**src/rtl/cmd_dec_pkg.sv**
```systemverilog
package cmd_dec_pkg;
  // Header field layout
  localparam int WORD_W  = 32;
  localparam int OPC_W   = 3;
  localparam int CNT_W   = 13;
  localparam int SUB_W   = 3;
  localparam int MTH_W   = 12;
  localparam int OPC_LSB = 29;
  localparam int CNT_LSB = 16;
  localparam int SUB_LSB = 13;
  localparam int MTH_LSB = 0;

  // Opcode values
  localparam logic [OPC_W-1:0] OPC_INCR   = 3'd1;
  localparam logic [OPC_W-1:0] OPC_NONINC = 3'd3;
  localparam logic [OPC_W-1:0] OPC_IMMD   = 3'd4;
  localparam logic [OPC_W-1:0] OPC_ONCE   = 3'd5;

  // How the method address moves after a data word
  typedef enum logic [1:0] {
    STEP_INCR = 2'd0,
    STEP_HOLD = 2'd1,
    STEP_ONCE = 2'd2
  } step_e;

  typedef struct packed {
    logic             known;
    logic             imm;
    step_e            step;
    logic [CNT_W-1:0] cnt;
    logic [SUB_W-1:0] sub;
    logic [MTH_W-1:0] mth;
  } hdr_t;
endpackage

```
**src/rtl/cmd_hdr_decode.sv**
```systemverilog
module cmd_hdr_decode
  import cmd_dec_pkg::*;
#(
  parameter int W = WORD_W
) (
  input  logic [W-1:0] word,
  output hdr_t         hdr
);
  logic [OPC_W-1:0] opc;
  logic             unused_gap;

  assign opc        = word[OPC_LSB +: OPC_W];
  assign unused_gap = word[SUB_LSB-1];

  always_comb begin
    hdr.cnt   = word[CNT_LSB +: CNT_W];
    hdr.sub   = word[SUB_LSB +: SUB_W];
    hdr.mth   = word[MTH_LSB +: MTH_W];
    hdr.known = 1'b1;
    hdr.imm   = 1'b0;
    hdr.step  = STEP_INCR;
    case (opc)
      OPC_INCR:   hdr.step = STEP_INCR;
      OPC_NONINC: hdr.step = STEP_HOLD;
      OPC_ONCE:   hdr.step = STEP_ONCE;
      OPC_IMMD:   hdr.imm  = 1'b1;
      default:    hdr.known = 1'b0;
    endcase
  end
endmodule

```
**src/rtl/cmd_addr_step.sv**
```systemverilog
module cmd_addr_step
  import cmd_dec_pkg::*;
#(
  parameter int AW = MTH_W
) (
  input  step_e         step,
  input  logic          first,
  input  logic [AW-1:0] cur,
  output logic [AW-1:0] nxt
);
  localparam logic [AW-1:0] ONE = AW'(1);

  always_comb begin
    case (step)
      STEP_INCR: nxt = cur + ONE;
      STEP_ONCE: nxt = first ? cur + ONE : cur;
      default:   nxt = cur;
    endcase
  end
endmodule

```
**src/rtl/cmd_out_stage.sv**
```systemverilog
module cmd_out_stage #(
  parameter int W = 47
) (
  input  logic         clk,
  input  logic         rst,
  input  logic         load,
  input  logic [W-1:0] din,
  input  logic         out_ready,
  output logic         out_valid,
  output logic [W-1:0] dout,
  output logic         can_load
);
  assign can_load = ~out_valid | out_ready;

  always_ff @(posedge clk) begin
    if (rst) begin
      out_valid <= 1'b0;
    end else if (load) begin
      out_valid <= 1'b1;
    end else if (out_ready) begin
      out_valid <= 1'b0;
    end
  end

  always_ff @(posedge clk) begin
    if (load) begin
      dout <= din;
    end
  end

  AST_HOLD_STABLE: assert property (@(posedge clk) disable iff (rst)
    out_valid && !out_ready |=> out_valid && $stable(dout));
  AST_LOAD_LEGAL: assert property (@(posedge clk) disable iff (rst)
    load |-> can_load);
endmodule

```
**src/rtl/cmd_method_decoder.sv**
```systemverilog
module cmd_method_decoder
  import cmd_dec_pkg::*;
#(
  parameter int DATA_W = WORD_W,
  parameter int SUBC_W = SUB_W,
  parameter int ADDR_W = MTH_W,
  parameter int LEN_W  = CNT_W
) (
  input  logic              clk,
  input  logic              rst,
  input  logic              in_valid,
  output logic              in_ready,
  input  logic [DATA_W-1:0] in_word,
  output logic              out_valid,
  input  logic              out_ready,
  output logic [SUBC_W-1:0] out_subch,
  output logic [ADDR_W-1:0] out_method,
  output logic [DATA_W-1:0] out_data,
  output logic              err_flag
);
  localparam int TRIPLE_W = SUBC_W + ADDR_W + DATA_W;

  hdr_t              hdr;
  logic [LEN_W-1:0]  rem_q;
  step_e             step_q;
  logic [ADDR_W-1:0] mth_q, mth_nxt;
  logic [SUBC_W-1:0] sub_q;
  logic              first_q, err_q;
  logic              fire, hdr_phase, load_imm, load_dat, load;
  logic [TRIPLE_W-1:0] din, dout;
  logic [DATA_W-1:0]   imm_data;

  cmd_hdr_decode #(.W(DATA_W)) u_dec (.word(in_word), .hdr(hdr));

  cmd_addr_step #(.AW(ADDR_W)) u_step (
    .step(step_q), .first(first_q), .cur(mth_q), .nxt(mth_nxt)
  );

  assign hdr_phase = (rem_q == '0);
  assign fire      = in_valid & in_ready;
  assign load_imm  = fire & hdr_phase & hdr.known & hdr.imm;
  assign load_dat  = fire & ~hdr_phase;
  assign load      = load_imm | load_dat;
  assign imm_data  = DATA_W'(hdr.cnt);
  assign din       = load_dat ? {sub_q, mth_q, in_word}
                              : {hdr.sub, hdr.mth, imm_data};

  cmd_out_stage #(.W(TRIPLE_W)) u_out (
    .clk(clk), .rst(rst), .load(load), .din(din), .out_ready(out_ready),
    .out_valid(out_valid), .dout(dout), .can_load(in_ready)
  );

  assign out_subch  = dout[DATA_W+ADDR_W +: SUBC_W];
  assign out_method = dout[DATA_W +: ADDR_W];
  assign out_data   = dout[0 +: DATA_W];
  assign err_flag   = err_q;

  always_ff @(posedge clk) begin
    if (rst) begin
      rem_q   <= '0;
      step_q  <= STEP_INCR;
      mth_q   <= '0;
      sub_q   <= '0;
      first_q <= 1'b0;
      err_q   <= 1'b0;
    end else if (fire) begin
      if (hdr_phase) begin
        if (!hdr.known) begin
          err_q <= 1'b1;
        end else if (!hdr.imm && hdr.cnt != '0) begin
          rem_q   <= hdr.cnt;
          step_q  <= hdr.step;
          mth_q   <= hdr.mth;
          sub_q   <= hdr.sub;
          first_q <= 1'b1;
        end
      end else begin
        rem_q   <= rem_q - 1'b1;
        mth_q   <= mth_nxt;
        first_q <= 1'b0;
      end
    end
  end

  AST_ERR_STICKY: assert property (@(posedge clk) disable iff (rst)
    err_flag |=> err_flag);
  AST_BLOCK_INPUT: assert property (@(posedge clk) disable iff (rst)
    out_valid && !out_ready |-> !in_ready);
  AST_IMM_WRITE: assert property (@(posedge clk) disable iff (rst)
    load_imm |=> out_valid && out_data == $past(imm_data));
  AST_HDR_SILENT: assert property (@(posedge clk) disable iff (rst)
    fire && hdr_phase && !hdr.imm |=> !out_valid);
  AST_INCR_STEP: assert property (@(posedge clk) disable iff (rst)
    load_dat && step_q == STEP_INCR && !first_q
    |=> out_method == $past(out_method) + ADDR_W'(1));
  AST_HOLD_ADDR: assert property (@(posedge clk) disable iff (rst)
    load_dat && step_q == STEP_HOLD && !first_q
    |=> out_method == $past(out_method));
endmodule

```
**config.mk**
```make
export PLATFORM = sky130hd
export DESIGN_NAME = cmd_method_decoder
export DESIGN_NICKNAME = d
export VERILOG_FILES = /design/src/rtl/cmd_dec_pkg.sv /design/src/rtl/cmd_hdr_decode.sv /design/src/rtl/cmd_addr_step.sv /design/src/rtl/cmd_out_stage.sv /design/src/rtl/cmd_method_decoder.sv
export SDC_FILE = /design/constraint.sdc
export NUM_CORES = 1
export LEC_CHECK = 0
export ABC_AREA = 1
export BUFFER_PORTS_ARGS = -buffer_cell sky130_fd_sc_hd__buf_2
export CAP_MARGIN = 20
export CORE_MARGIN = 2
export CORE_UTILIZATION = 50
export DETAILED_ROUTE_END_ITERATION = 8
export MAX_ROUTING_LAYER = met4
export PLACE_DENSITY = 0.79
export RECOVER_POWER = 100
export SLEW_MARGIN = 20
export SYNTH_ARGS = -nofsm -noshare
export SYNTH_HDL_FRONTEND = slang
export SYNTH_SLANG_ARGS = --single-unit
```
**constraint.sdc**
```tcl
create_clock -name clk -period 5.82 [get_ports clk]
set_input_delay 0.873 -clock clk [delete_from_list [all_inputs] [get_ports clk]]
set_output_delay 0.873 -clock clk [all_outputs]
set_load 0.005 [all_outputs]
```
==> flow_summary.ini <==
[cells_and_area]
antennaDiodeCount = 0
area_growth_pct = 13.6
final_nets = 645
fin_util_pct = 57.7
design_area_mm2 = 0.00467
drive_gt1_share_pct = 14.4
finalNonFillerCells = 717
fillCellCount = 749

[yosys]
yosysTopAreaCell = edfxtp_1
synthTopCellsByCount = 132 x nand2_1, 108 x nor2_1, 59 x inv_1, 47 x edfxtp_1, 42 x o21ai_0
synth_area_leaders = edfxtp_1 34%, dfxtp_1 16%, nand2_1 12%
avgSynthCellArea_um2 = 7.79
synth-main-ff-cell = edfxtp_1
syn_inst = 528
syn_area_mm2 = 0.00411
syn-num-nets = 566
ys_ff_latch = 80
synth_edf_count = 47
synth-seq-area-share_pct = 50.4
yosysUniqueCellTypes = 31
yosysMostFrequentCell = nand2_1
async_flop_share_pct = 0
synth.top_cell.area_share_pct = 34.3
yosys_warnings = 0

[detailed_routing]
routedWlPerCell_um = 13.4
via_per_inst = 5.11
detail_route.drc_violations = 0
met1_length_um = 4420
wirelength_um = 9580
postRouteAntennaNets = 0
via_count = 3666
route.met2.wl_um = 4330
dr_wl_met3_um = 663
drt_iter0_markers = 262
dr.pass1.iters = 5
maxUsedRoutingLayer = met4

[worst_setup_path]
criticalPathCategory = reg2reg
end_kind = register
crit_required_ns = 5.49
start_kind = register
worstPathArrival_ns = 3.44
r2r_start = rem_q[0]
critPathLaunch = rem_q[0]
critPathMaxFanout = 81

[sta]
setup_tns_ns = 0
finalClockSkew_ns = 0.0115
slew-limit-headroom_pct = -23.6
drv_slew = 48
fmax_mhz = 265
finalSetupViolCount = 0
grt_setup_unrepaired = false
whs_ns = 0.477
finalHoldViolations = 0
min_period_ns = 3.77
fin_ws_ns = 2.05
worst_pin_slew_ns = 1.85
post-route-period-util_pct = 64.8

[floorplan]
rows = 33
pin_count = 86
initial_core_util_pct = 50.8
dieArea_mm2 = 0.00896
die_h_um = 94.7
die_w_um = 94.7
core_area_mm2 = 0.00809

[global_route]
grt_pass1_vias = 3203
grt_overflow = 0
antenna_found_initial = 0
grt_max_degree = 82
grt.total_usage_pct = 22.6
grt_first_pass_wirelength_um = 15000

[clock_tree]
holdBufCountCts = 0
cts.sinks = 80
clk_pin_slew_ns = 0.08
root_buffer = clkbuf_8
cts_inserted_buffers = 9
post-cts-setup-buffers = 0
htree_levels = 3
cts_tree = done
clockBufferDepth = 2
cts_resized = 0
clkLatencyLatePin_ns = 0.36

[pwr]
power_frac_clock_pct = 23.2
leakage_nw = 2.16
p_seq_share_pct = 45.1
power_density_mw_per_mm2 = 375
power.switching_mw = 0.633
swShare_pct = 36.1
vdd_drop_max_mv = 0.128
comb_power_share_pct = 31.7
p_int_mw = 1.12
power.total_mw = 1.75

[placed_design]
dp_slack_ns = 2.94
dp_cells = 701
placed_area_mm2 = 0.00456
io_buffers = 85
gp_congestion = 0.917
dp_hpwl_um = 6970

[flow_run]
maxCapViolCount = 1

[worst_hold_path]
hp-start = first_q
hold_class = reg2reg

[outcome]
outcome = complete, but fails checks
violations = capacitance limit, slew limit
## state kept, by name (all words and copies together), names as in the netlist
signal,count
rem_q,13
err_flag,1
step_q,2
sub_q,3
u_out.dout,47
mth_q,12
first_q,1
u_out.out_valid,1
## cell families after synthesis
family / count (synthesis) / share of synthesized area, %
AND/OR/NAND/NOR: 293 / 30.6
flip-flops: 80 / 50.4
adder cells (fa/ha/maj): 2 / 0.609
buffers and inverters: 77 / 8.06
AO/OA/AOI/OAI: 70 / 9.04
XOR/XNOR: 6 / 1.28
## critical path: stages, from the launching register on
cell and delay, ns:
dfxtp_1 0.31, inv_1 0.11, ha_1 0.22, nand3_1 0.21
nor2_2 0.15, nand2_1 0.40, nand2_8 0.51, nand2_1 1.15
## power groups by stage
stage          clock (mW)  combinational, mW  sequential (mW)
2_1_floorplan           0              0.430            0.800
3_3_place_gp            0              0.564            0.797
3_5_place_dp            0              0.578            0.802
4_1_cts             0.413              0.581            0.789
5_1_grt             0.442              0.645            0.803
6_report            0.407              0.556            0.792
## worst paths after layout
check / endpoint / depth (start not counted) / slack [ns]
setup / recovery: u_out.dout[43] / 7 / 2.05
hold / removal: first_q / 2 / 0.48
setup reg to reg: u_out.dout[43] / 7 / 2.05
hold reg to reg: first_q / 2 / 0.48
## cell usage in the layout, fill, tap and decap left out
master | netlist | routed
o21a_1 | 1 | 1
buf_2 | 9 | 62
nand3_1 | 30 | 31
bufinv_16 | 0 | 1
o21ai_1 | 6 | 6
o21bai_1 | 1 | 1
xnor2_1 | 2 | 2
o21ai_4 | 1 | 1
nor2_1 | 108 | 109
nand4_1 | 4 | 4
clkbuf_8 | 0 | 9
nand2_1 | 132 | 136
nor2_4 | 2 | 1
edfxtp_1 | 47 | 47
clkbuf_1 | 3 | 24
nand2_2 | 3 | 3
nor2_2 | 4 | 4
clkinv_4 | 0 | 1
nor3_1 | 2 | 2
inv_1 | 59 | 60
o21ai_0 | 42 | 42
nand2_8 | 2 | 1
dfxtp_1 | 33 | 33
a31oi_1 | 1 | 1
o21ai_2 | 1 | 1
ha_1 | 2 | 2
nand3b_1 | 2 | 2
xor2_1 | 4 | 4
inv_6 | 0 | 1
clkinvlp_4 | 0 | 3
a21oi_1 | 17 | 17
## area by class of cell
cell class / instances / area, um^2 / area share [%]
clock buffer: 10 / 128 / 2.73
clock inverter: 6 / 70.1 / 1.50
inverter: 60 / 225 / 4.82
multi-input combinational: 371 / 1650 / 35.3
sequential: 80 / 2070 / 44.3
tap: 105 / 131 / 2.81
timing repair buffer: 85 / 397 / 8.49
## routing by layer
metal,vias to the layer above,GRT usage (%)
met5,-,-
met4,0,8.09
met3,18,4.15
met2,145,34.2
met1,1659,30.4
li1,1844,-
Power figures use the tool's default switching activity.
